<file path="src/rtl/ovs_pkg.sv">
package ovs_pkg;
  localparam int OVS_DATA_W    = 16;
  localparam int OVS_MAX_SHIFT = 8;

  typedef enum logic [1:0] {
    ST_OFF    = 2'd0,
    ST_IDLE   = 2'd1,
    ST_SINGLE = 2'd2,
    ST_BURST  = 2'd3
  } seq_st_e;
endpackage

</file>
<file path="src/rtl/ovs_cfg.sv">
module ovs_cfg #(
  parameter int MAX_SHIFT = 8,
  parameter int SH_W      = 4
) (
  input  logic            clk,
  input  logic            rst_n,
  input  logic            start_i,
  input  logic            stop_i,
  input  logic [SH_W-1:0] os_i,
  input  logic            burst_i,
  output logic [SH_W-1:0] os_o,
  output logic            burst_o
);
  localparam logic [SH_W-1:0] SH_CAP = SH_W'(MAX_SHIFT);

  function automatic logic [SH_W-1:0] clamp_shift(input logic [SH_W-1:0] v);
    return (v > SH_CAP) ? SH_CAP : v;
  endfunction

  always_ff @(posedge clk or negedge rst_n) begin
    if (!rst_n) begin
      os_o    <= '0;
      burst_o <= 1'b0;
    end else if (start_i && !stop_i) begin
      os_o    <= clamp_shift(os_i);
      burst_o <= burst_i;
    end
  end
endmodule

</file>
<file path="src/rtl/ovs_seq.sv">
module ovs_seq
  import ovs_pkg::*;
(
  input  logic clk,
  input  logic rst_n,
  input  logic start_i,
  input  logic stop_i,
  input  logic trig_i,
  input  logic burst_i,
  input  logic conv_valid_i,
  input  logic avg_last_i,
  output logic conv_req_o,
  output logic accept_o,
  output logic pend_o,
  output logic run_o
);
  seq_st_e st_q, st_d;
  logic    req_d;

  assign pend_o   = (st_q == ST_SINGLE) || (st_q == ST_BURST);
  assign run_o    = (st_q != ST_OFF);
  assign accept_o = pend_o && conv_valid_i && !start_i && !stop_i;

  always_comb begin
    st_d  = st_q;
    req_d = 1'b0;
    case (st_q)
      ST_IDLE: begin
        if (trig_i) begin
          req_d = 1'b1;
          st_d  = burst_i ? ST_BURST : ST_SINGLE;
        end
      end
      ST_SINGLE: begin
        if (accept_o) st_d = ST_IDLE;
      end
      ST_BURST: begin
        if (accept_o) begin
          if (avg_last_i) st_d = ST_IDLE;
          else            req_d = 1'b1;
        end
      end
      default: st_d = ST_OFF;
    endcase
    if (stop_i) begin
      st_d  = ST_OFF;
      req_d = 1'b0;
    end else if (start_i) begin
      st_d  = ST_IDLE;
      req_d = 1'b0;
    end
  end

  always_ff @(posedge clk or negedge rst_n) begin
    if (!rst_n) begin
      st_q       <= ST_OFF;
      conv_req_o <= 1'b0;
    end else begin
      st_q       <= st_d;
      conv_req_o <= req_d;
    end
  end
endmodule

</file>
<file path="src/rtl/ovs_accum.sv">
module ovs_accum #(
  parameter int DATA_W    = 16,
  parameter int MAX_SHIFT = 8,
  parameter int SH_W      = 4,
  parameter int CNT_W     = MAX_SHIFT + 1,
  parameter int ACC_W     = DATA_W + MAX_SHIFT
) (
  input  logic                     clk,
  input  logic                     rst_n,
  input  logic                     clr_i,
  input  logic                     accept_i,
  input  logic signed [DATA_W-1:0] data_i,
  input  logic [SH_W-1:0]          shift_i,
  output logic                     avg_last_o,
  output logic [CNT_W-1:0]         cnt_o,
  output logic                     done_o,
  output logic                     res_valid_o,
  output logic signed [DATA_W-1:0] res_o
);
  localparam logic [CNT_W-1:0] CNT_ONE = {{(CNT_W-1){1'b0}}, 1'b1};

  logic signed [ACC_W-1:0] acc_q;
  logic [CNT_W-1:0]        cnt_q;
  logic signed [ACC_W-1:0] sum_w;

  function automatic logic [CNT_W-1:0] group_last(input logic [SH_W-1:0] sh);
    return (CNT_ONE << sh) - CNT_ONE;
  endfunction

  function automatic logic signed [ACC_W-1:0] widen(input logic signed [DATA_W-1:0] v);
    return {{(ACC_W-DATA_W){v[DATA_W-1]}}, v};
  endfunction

  function automatic logic signed [DATA_W-1:0] mean_of(input logic signed [ACC_W-1:0] s,
                                                       input logic [SH_W-1:0] sh);
    logic signed [ACC_W-1:0] q;
    q = s >>> sh;
    return q[DATA_W-1:0];
  endfunction

  assign sum_w      = acc_q + widen(data_i);
  assign avg_last_o = (cnt_q == group_last(shift_i));
  assign cnt_o      = cnt_q;

  always_ff @(posedge clk or negedge rst_n) begin
    if (!rst_n) begin
      acc_q       <= '0;
      cnt_q       <= '0;
      done_o      <= 1'b0;
      res_valid_o <= 1'b0;
      res_o       <= '0;
    end else if (clr_i) begin
      acc_q       <= '0;
      cnt_q       <= '0;
      done_o      <= 1'b0;
      res_valid_o <= 1'b0;
    end else begin
      done_o      <= accept_i;
      res_valid_o <= 1'b0;
      if (accept_i) begin
        if (avg_last_o) begin
          res_o       <= mean_of(sum_w, shift_i);
          res_valid_o <= 1'b1;
          acc_q       <= '0;
          cnt_q       <= '0;
        end else begin
          acc_q <= sum_w;
          cnt_q <= cnt_q + CNT_ONE;
        end
      end
    end
  end
endmodule

</file>
<file path="src/rtl/ovs_averager.sv">
module ovs_averager
  import ovs_pkg::*;
#(
  parameter int DATA_W    = OVS_DATA_W,
  parameter int MAX_SHIFT = OVS_MAX_SHIFT,
  parameter int SH_W      = $clog2(MAX_SHIFT + 1)
) (
  input  logic              clk,
  input  logic              rst_n,
  input  logic              start_i,
  input  logic              stop_i,
  input  logic [SH_W-1:0]   os_shift_i,
  input  logic              burst_en_i,
  input  logic              sample_trig_i,
  output logic              conv_req_o,
  input  logic              conv_valid_i,
  input  logic [DATA_W-1:0] conv_data_i,
  output logic              done_o,
  output logic              result_valid_o,
  output logic [DATA_W-1:0] result_o
);
  localparam int CNT_W = MAX_SHIFT + 1;
  localparam int ACC_W = DATA_W + MAX_SHIFT;

  logic [SH_W-1:0]  os_w;
  logic             burst_w;
  logic             accept_w;
  logic             pend_w;
  logic             run_w;
  logic             last_w;
  logic [CNT_W-1:0] cnt_w;
  logic             clr_w;

  assign clr_w = start_i | stop_i;

  ovs_cfg #(.MAX_SHIFT(MAX_SHIFT), .SH_W(SH_W)) u_cfg (
    .clk(clk), .rst_n(rst_n), .start_i(start_i), .stop_i(stop_i),
    .os_i(os_shift_i), .burst_i(burst_en_i), .os_o(os_w), .burst_o(burst_w)
  );

  ovs_seq u_seq (
    .clk(clk), .rst_n(rst_n), .start_i(start_i), .stop_i(stop_i),
    .trig_i(sample_trig_i), .burst_i(burst_w), .conv_valid_i(conv_valid_i),
    .avg_last_i(last_w), .conv_req_o(conv_req_o), .accept_o(accept_w),
    .pend_o(pend_w), .run_o(run_w)
  );

  ovs_accum #(
    .DATA_W(DATA_W), .MAX_SHIFT(MAX_SHIFT), .SH_W(SH_W),
    .CNT_W(CNT_W), .ACC_W(ACC_W)
  ) u_acc (
    .clk(clk), .rst_n(rst_n), .clr_i(clr_w), .accept_i(accept_w),
    .data_i(conv_data_i), .shift_i(os_w), .avg_last_o(last_w),
    .cnt_o(cnt_w), .done_o(done_o), .res_valid_o(result_valid_o),
    .res_o(result_o)
  );
endmodule

</file>
<file path="config.mk">
export PLATFORM = sky130hd
export DESIGN_NAME = ovs_averager
export DESIGN_NICKNAME = d
export VERILOG_FILES = /design/src/rtl/ovs_pkg.sv /design/src/rtl/ovs_cfg.sv /design/src/rtl/ovs_seq.sv /design/src/rtl/ovs_accum.sv /design/src/rtl/ovs_averager.sv
export SDC_FILE = /design/constraint.sdc
export NUM_CORES = 1
export LEC_CHECK = 0
export BUFFER_PORTS_ARGS = -buffer_cell sky130_fd_sc_hd__buf_2
export CORE_MARGIN = 2
export CORE_UTILIZATION = 35
export CTS_CLUSTER_SIZE = 20
export DETAILED_ROUTE_END_ITERATION = 8
export PLACE_DENSITY = 0.52
export SLEW_MARGIN = 20
export SYNTH_ARGS = -nofsm -noshare
export SYNTH_HDL_FRONTEND = slang
export SYNTH_SLANG_ARGS = --single-unit
export TNS_END_PERCENT = 1
</file>
<file path="constraint.sdc">
create_clock -name clk -period 4.6 [get_ports clk]
set_clock_uncertainty 0.2 [all_clocks]
set_input_delay 0.46 -clock clk [delete_from_list [all_inputs] [get_ports clk]]
set_output_delay 0.46 -clock clk [all_outputs]
set_load 0.01 [all_outputs]
</file>
==> Word level (Yosys, flattened, before mapping) <==
Cells that the tools add are included.
{ "totals": {"regBits": 59, "in_bits": 27, "out_inout_bits": 19, "elab_cells": 60} }
{ "op_classes": {"addsub": 3, "magnitude_cmp": 1, "eq_ne": 8, "shifts": 2, "n_mux": 25, "bitwise": 2, "reduce_logical": 10} }
{ "op_table": {"columns": ["cell", "count"], "rows": [
  ["2-to-1 mux 24 bit", 3],
  ["2-to-1 mux 9 bit", 3],
  ["adder 24 x 16 -> 24 bit", 1],
  [">>> shifter 24 x 4 -> 16 bit", 1],
  ["2-to-1 mux 2 bit", 6],
  ["2-to-1 mux 1 bit", 10],
  ["adder 9 x 1 -> 9 bit, second input constant", 1],
  ["equality test 9 bit", 1],
  ["<< shifter 1 x 4 -> 9 bit, first input constant", 1],
  ["subtractor 9 x 1 -> 9 bit, second input constant", 1],
  ["!= test 4 x 3 -> 1 bit, second input constant", 2],
  ["!= test 4 bit, second input constant", 2],
  ["one-hot mux 2 bit (3 select lines)", 1],
  ["equality test 2 bit, second input constant", 2],
  ["> comparator 4 bit, second input constant", 1],
  ["logical AND 1 bit", 4],
  ["2-to-1 mux 4 bit", 1],
  ["AND reduction 4 bit", 1],
  ["AND reduction 3 bit", 1],
  ["equality test 2 x 1 -> 1 bit, second input constant", 1],
  ["zero test 1 bit", 2],
  ["one-hot mux 1 bit (2 select lines)", 1],
  ["nonzero test 2 bit", 1],
  ["logical OR 1 bit", 1],
  ["2 further kinds", 2]
]} }

==> Logic depth before layout (Yosys ltp) <==
Gate-level depths: netlist (run 1).
{ "logic_depth": {"depth_word": 9, "mapped_depth": 17, "mapped_depth_nobuf": 15} }

==> Cells and area by module <==
A second synthesis (run 1) with hierarchy kept.
{ "unflattened": {"cells_unflattened": 632, "hier_area_um2": 5353.9} }
{ "by_module_without_submodules": {"columns": ["module", "instances", "cells_each", "area_per_inst_um2", "seq_area_each_um2"], "rows": [
  ["ovs_accum", 1, 599, 4969.8, 1276.2],
  ["ovs_cfg", 1, 14, 214.0, 125.1],
  ["ovs_seq", 1, 18, 163.9, 75.1],
  ["ovs_averager", 1, 1, 6.3, 0.0]
]} }

==> Worst setup path after synthesis (run 1) <==
Ideal clock, no wire load.
{ "synth_timing": {"path_type": "reg2reg", "startpoint": "reg u_cfg.os_o[3]", "endpoint": "reg u_acc.res_o[12]", "setup_ps": 120, "arrival_time_ps": 3460, "required_ps": 4280, "path_slack_ps": 821, "path_stages_with_launch": 16, "path_buffers": 4, "synth_period_minus_slack_ps": 3779, "cell_sequence": "dfrtp_1 -> clkbuf_1 -> clkbuf_1 -> nor2_1 -> nand2_1 -> ha_1 -> buf_2 -> or3_1 -> a211oi_2 -> o21ai_1 -> a211o_1 -> or2_1 -> or3_1 -> clkbuf_2 -> or3_1 -> and3_1"} }
{ "synth_between": {"elab_chain_len": 4, "word_cells_on_any_way": 5, "classes_between": "1 x add/sub; 1 x eq/ne; 2 x shift; 1 x reduce/logical"} }
{ "synth_rtl": {"columns": ["element", "line", "text"], "rows": [
  ["start, declared", "ovs_cfg.sv:11", "output logic [SH_W-1:0] os_o,"],
  ["start signal, assigned", "ovs_cfg.sv:25", "os_o <= clamp_shift(os_i);"],
  ["<< shifter 1 x 4 -> 9 bit", "ovs_accum.sv:27", "return (CNT_ONE << sh) - CNT_ONE;"],
  ["subtractor 9 x 1 -> 9 bit", "ovs_accum.sv:27", null],
  ["equality test 9 bit", "ovs_accum.sv:42", "assign avg_last_o = (cnt_q == group_last(shift_i));"],
  ["AND reduction 3 bit (no source line)", null, null],
  ["end signal, assigned", "ovs_accum.sv:62", "res_o <= mean_of(sum_w, shift_i);"],
  ["end, declared", "ovs_accum.sv:18", "output logic signed [DATA_W-1:0] res_o"]
]} }
Parallel ways exist; a longest one is shown, timed or not.
A chain may end at the register's enable or synchronous reset.

==> Final worst setup path (run 1) <==
{ "layout_timing": {"startpoint": "reg u_cfg.os_o[0]", "endpoint": "reg u_acc.res_o[8]"} }
The elaborated chain is that of the path after synthesis.

==> results of run 1 <==
flip-flops by register name (all words and copies together) (netlist names):
name and flops:
u_seq.conv_req_o 1, u_acc.res_valid_o 1, u_acc.acc_q 24, u_cfg.os_o 4, u_seq.st_q 2, u_acc.done_o 1
u_acc.cnt_o 9, u_cfg.burst_o 1, u_acc.res_o 16
power by group through the flow:
stage / Sequential, mW / Clock (mW) / Combinational [mW]
2_1_floorplan: 0.540 / 0 / 0.314
3_3_place_gp: 0.542 / 0 / 0.457
3_5_place_dp: 0.543 / 0 / 0.456
4_1_cts: 0.534 / 0.768 / 0.458
5_1_grt: 0.534 / 0.793 / 0.504
6_report: 0.534 / 0.753 / 0.464
kinds of logic after synthesis:
family / synth area share, %
AND/OR/NAND/NOR: 24.0
AO/OA/AOI/OAI: 30.6
buffers and inverters: 4.77
flip-flops: 26.2
adder cells (fa/ha/maj): 5.91
multiplexers: 5.40
XOR/XNOR: 3.11
cells in the mapped netlist, types with 7 or more instances:
cell type,count,area [um^2]
a211oi_1,21,158
dfrtp_1,59,1480
nand2_1,78,293
xor2_1,12,105
a21oi_1,46,230
a21o_1,13,97.6
mux2i_1,9,90.1
ha_1,25,313
nor3_1,21,105
mux2_2,7,78.8
inv_1,14,52.6
a31oi_1,9,56.3
or3_1,16,100
nand4_1,12,75.1
o211ai_1,10,75.1
buf_1,9,33.8
nor4_1,7,43.8
clkbuf_1,31,116
o21ai_1,11,55.1
and3_1,15,93.8
a311oi_1,8,70.1
and2_1,8,50.1
nor2_1,55,206
xnor2_1,8,70.1
nand3_1,17,85.1
o21ai_0,36,180
o21a_1,7,52.6
a22o_1,17,149
nand2b_1,10,62.6
buf_2,7,35.0
metrics by stage:
stage	power, mW	util (%)
final	1.75	40.4
after global routing	1.83	40.4
after CTS	1.76	40.4
after detailed placement	0.998	38.3
after global placement	0.999	38.3
after floorplan	0.854	-
final cells by class:
class,instances,area (um^2),share of cell area [%]
multi-input cells,583,3890,60.9
flip-flops and latches,59,1480,23.1
repair buffers,64,368,5.76
well taps,216,270,4.23
clock buffers,11,253,3.96
clock inverters,4,73.8,1.16
inverters,15,56.3,0.881
per-layer routing:
metal,GRT usage [%],vias up
li1,-,2736
met1,30.8,2714
met2,35.5,155
met3,3.54,27
met4,7.32,0
met5,0,-
how the worst max path moves through the flow:
stage / from / end / depth (start not counted)
2_1_floorplan: u_cfg.os_o[3]$_DFFE_PN0P_ / u_acc.res_o[12]$_DFFE_PN0P_ / 15
5_1_grt: u_cfg.os_o[0]$_DFFE_PN0P_ / u_acc.res_o[8]$_DFFE_PN0P_ / 15
3_3_place_gp: conv_data_i[15] / u_acc.res_o[5]$_DFFE_PN0P_ / 11
3_5_place_dp: conv_data_i[15] / u_acc.res_o[9]$_DFFE_PN0P_ / 11
4_1_cts: u_cfg.os_o[0]$_DFFE_PN0P_ / u_acc.res_o[8]$_DFFE_PN0P_ / 15
6_report: u_cfg.os_o[0]$_DFFE_PN0P_ / u_acc.res_o[8]$_DFFE_PN0P_ / 15
placed cells by master, fill, tap and decap left out, types with 10 or more instances in the layout:
cell	netlist	layout
a211oi_1	21	21
a21o_1	13	13
a21oi_1	46	46
a22o_1	17	17
and3_1	15	15
buf_2	7	45
buf_4	0	19
dfrtp_1	59	59
ha_1	25	25
inv_1	14	14
nand2_1	78	78
nand2b_1	10	10
nand3_1	17	17
nand4_1	12	12
nor2_1	55	55
nor3_1	21	21
o211ai_1	10	10
o21ai_0	36	36
o21ai_1	11	11
or3_1	16	16
xor2_1	12	12
==> out/summary.txt, run 1 <==
Via density - 5.92
postcts setup bufs - 0
met2 WL post-DR - 8.69 mm
routed len/inst - 19.3 um
Worst Path Required - 4.63 ns
clk root buf - clkbuf_16
Ys Warns - 0
Post-synth top flop - dfrtp_1
post_cts resized - 0
die height - 131 um
ys async rst share - 100%
area grow syn2layout - 13.3%
Post-Route WL - 18.4 mm
CP bufs+invs - 2
dpl ws - 0.590 ns
Post-Place Cells - 937
vias in the first global route - 5403
Initial DRT Pass Iterations - 5
Max Buffers Root-to-Sink - 2
initial antenna violation count - 0
core area - 15800 um^2
met3 wire len - 880 um
M1 WL - 8.46 mm
Rel. slew slack - 47.4%
Net Sw Frac - 32.0%
# H-tree levels - 3
routability cong. - 0.925
maximum clock rate - 0.250 GHz
Startpoint Class - flip-flop
wire length of the first global-routing pass - 29.4 mm
die width - 131 um
launching point of the worst reg2reg path - u_cfg.os_o[0]$_DFFE_PN0P_
Hold Crit Class - primary input to asynchronous set/reset pin
CTS tree - yes
endpoints failing setup - 0
Hold Worst Slack - 0.0821 ns
Static Leak - 2.82 nW
Comb power frac - 26.5%
Seq/Total Area, Yosys - 26.2%
Worst EP arrival - 4.03 ns
Post-Syn Area per Cell - 7.97 um^2
CP max stage delay - 0.43 ns
Clock Latency Late Sink - 0.35 ns
pwr dens - 274 nW/um^2
Crit Path Category - flip-flop to flip-flop
Pint - 1.19 mW
syn nets - 760
outcome - finished, final reports clean
CP Cell Sequence - inv_1, nor2_1, nand2_1, ha_1, or3_1, a211oi_2, o21ai_1, a211o_1, or2_1, or3_1, inv_2, nand2_1, a211oi_1, o21ai_1, o21a_1
Area after DPL - 6060 um^2
setup TNS - 0 ns
Final Cycle Share - 87.0%
Final ANT Viol Nets - 0
Initial DRC Count - 440
via count - 5632
Seq pwr share - 30.5%
Overflow after GRT - 0
Fill cells - 1635
distinct cell type count after synthesis - 82
Max Cap Viol - 0
Post-synth EDFFs - 0
Final HPWL DP - 13.4 mm
Max VDD drop - 179 uV
largest net degree at the start of global routing - 60
final instance area - 6390 um^2
TritonCTS Sinks - 59
cells after synthesis - 707
CTS clock-pin slew for the worst setup and hold paths - 0.06 ns
CP max FO - 17
# hold bufs at CTS - 0
Ports - 46
minimum clock period - 4.00 ns
FF-to-FF End - u_acc.res_o[8]$_DFFE_PN0P_
Buffers on Ports - 45
Worst path top cell family by delay - simple AND/OR/NAND/NOR gates
Cell Area, Synth - 5640 um^2
R2R Setup Slk - 0.60 ns
Total GRT Usage - 22.2%
Die Footprint - 17100 um^2
row count - 46
Inserted Clock Buffers - 9
Max Used Layer - met4
starting density of the core - 35.6%
fraction of layout cells with a size suffix above 1 - 15.6%
Slew Limit Fails - 0
RSZ-0062 raised after global routing - false
Slew @ Worst Pin - 0.789 ns
Layout Cells excl Fill - 952
sw power - 560 uW
final setup margin - 0.598 ns
crit end category - flip-flop
Nets - 785
# diodes - 0
final hold vios - 0
DRC - 0
Clk pwr share - 43.0%
Reg2Reg Depth - 15
register bit count reported by yosys - 59
slowest CP cell - dfrtp_1
(Power assumes the default switching activity.)
==> run 2: changes to the inputs <==
--- a/config.mk
+++ b/config.mk
@@ -6,7 +6,6 @@
 export NUM_CORES = 1
 export LEC_CHECK = 0
 export BUFFER_PORTS_ARGS = -buffer_cell sky130_fd_sc_hd__buf_2
-export CORE_MARGIN = 2
 export CORE_UTILIZATION = 35
 export CTS_CLUSTER_SIZE = 20
 export DETAILED_ROUTE_END_ITERATION = 8
==> out/summary.txt, run 2 (same netlist as run 1, synthesis figures left out) <==
outcome - finished, final reports clean
Total GRT Usage - 23.6%
Nets - 785
vias in the first global route - 5504
Reg2Reg Depth - 15
pwr dens - 257 nW/um^2
post_cts resized - 0
routed len/inst - 19.6 um
DRC - 0
Worst EP arrival - 4.06 ns
Slew Limit Fails - 0
final hold vios - 0
Buffers on Ports - 45
TritonCTS Sinks - 59
Initial DRT Pass Iterations - 5
CTS clock-pin slew for the worst setup and hold paths - 0.06 ns
Via density - 5.99
largest net degree at the start of global routing - 60
commonest non-fill, non-tap cell in the layout - nand2_1
Static Leak - 2.80 nW
Initial DRC Count - 433
Post-Place Cells - 937
most frequent cells in the layout - 78 x nand2_1, 59 x dfrtp_1, 55 x nor2_1
Max VDD drop - 166 uV
endpoints failing setup - 0
initial antenna violation count - 0
core area - 15800 um^2
# H-tree levels - 3
routability cong. - 0.874
CTS tree - yes
Final HPWL DP - 13.6 mm
Hold Crit Class - primary input to asynchronous set/reset pin
Worst Path Required - 4.64 ns
Crit Path Category - flip-flop to flip-flop
Clock Latency Late Sink - 0.35 ns
# hold bufs at CTS - 0
via count - 5712
CP max FO - 17
die height - 129 um
fraction of layout cells with a size suffix above 1 - 15.7%
Max Buffers Root-to-Sink - 2
die width - 129 um
Layout Cells excl Fill - 953
crit end category - flip-flop
wire length of the first global-routing pass - 30.2 mm
Final Cycle Share - 87.4%
postcts setup bufs - 0
minimum clock period - 4.02 ns
row count - 46
Top reg by flops - u_acc.acc_q
Ports - 46
Overflow after GRT - 0
starting density of the core - 35.6%
area grow syn2layout - 12.3%
dpl ws - 0.525 ns
Final ANT Viol Nets - 0
Tot Pwr - 1.63 mW
Die Footprint - 16600 um^2
Rel. slew slack - 45.7%
clk root buf - clkbuf_16
Slew @ Worst Pin - 0.815 ns
Max Cap Viol - 0
max FFs per register - 24
RSZ-0062 raised after global routing - false
Inserted Clock Buffers - 9
maximum clock rate - 0.249 GHz
# diodes - 0
Startpoint Class - flip-flop
final setup margin - 0.578 ns
Post-Route WL - 18.7 mm
setup TNS - 0 ns
[run 2: stage by stage]
step	hold WS [ns]	util (%)	instance area, um^2
6_report	0.0977	40.0	6330
4_1_cts	0.102	40.0	6330
3_5_place_dp	0.261	38.3	6060
5_1_grt	0.119	40.0	6330
3_3_place_gp	0.259	38.3	6060
2_1_floorplan	-0.0356	-	5640
[run 2: metal layers]
layer  routed length, um  track usage [%]  share of wire (%)  vias to the layer above
li1                    -                -                  -                     2736
met1                8480             31.6                 45                     2794
met2                8930             38.7                 48                      160
met3                 984             4.20                5.3                       22
met4                 296             6.85                1.6                        0
met5                   0                0                  0                        -
[run 2: power by group]
part           internal, mW  switching (mW)
Clock                 0.362           0.268
Combinational         0.163           0.305
Sequential            0.527         0.00541
Total                  1.05           0.578
[run 2: path summary, 6_finish.rpt]
check / endpoint / startpoint / slack [ns]
min in group clk: u_seq.st_q[1]$_DFFE_PN0P_ / start_i / 0.11
worst min register to register: u_acc.res_o[1]$_DFFE_PN0P_ / u_acc.res_o[1]$_DFFE_PN0P_ / 0.27
worst max-delay path: u_acc.res_o[8]$_DFFE_PN0P_ / u_cfg.os_o[0]$_DFFE_PN0P_ / 0.58
max in group asynchronous: u_acc.cnt_o[6]$_DFFE_PN0P_ / rst_n / 3.58
worst max register to register: u_acc.res_o[8]$_DFFE_PN0P_ / u_cfg.os_o[0]$_DFFE_PN0P_ / 0.58
worst min-delay path: u_acc.acc_q[16]$_DFFE_PN0P_ / rst_n / 0.1
[run 2: cell type report]
class                           instances  area (um^2)
Multi-Input combinational cell        583         3890
Sequential cell                        59         1480
Tap cell                              216          270
Fill cell                            1654         9500
Clock buffer                            9          225
Clock inverter                          7         45.0
Inverter                               15         56.3
Timing Repair Buffer                   64          368
[run 2: worst max-delay path, cell delays in order (launching register included)]
cell and delay [ns]:
dfrtp_1 0.38, inv_1 0.07, nor2_1 0.31, nand2_1 0.10, ha_1 0.30, or3_1 0.39, a211oi_2 0.22, o21ai_1 0.10
a211o_1 0.26, or2_1 0.23, or3_1 0.40, inv_2 0.26, nand2_1 0.13, a211oi_1 0.27, o21ai_1 0.12, o21a_1 0.18
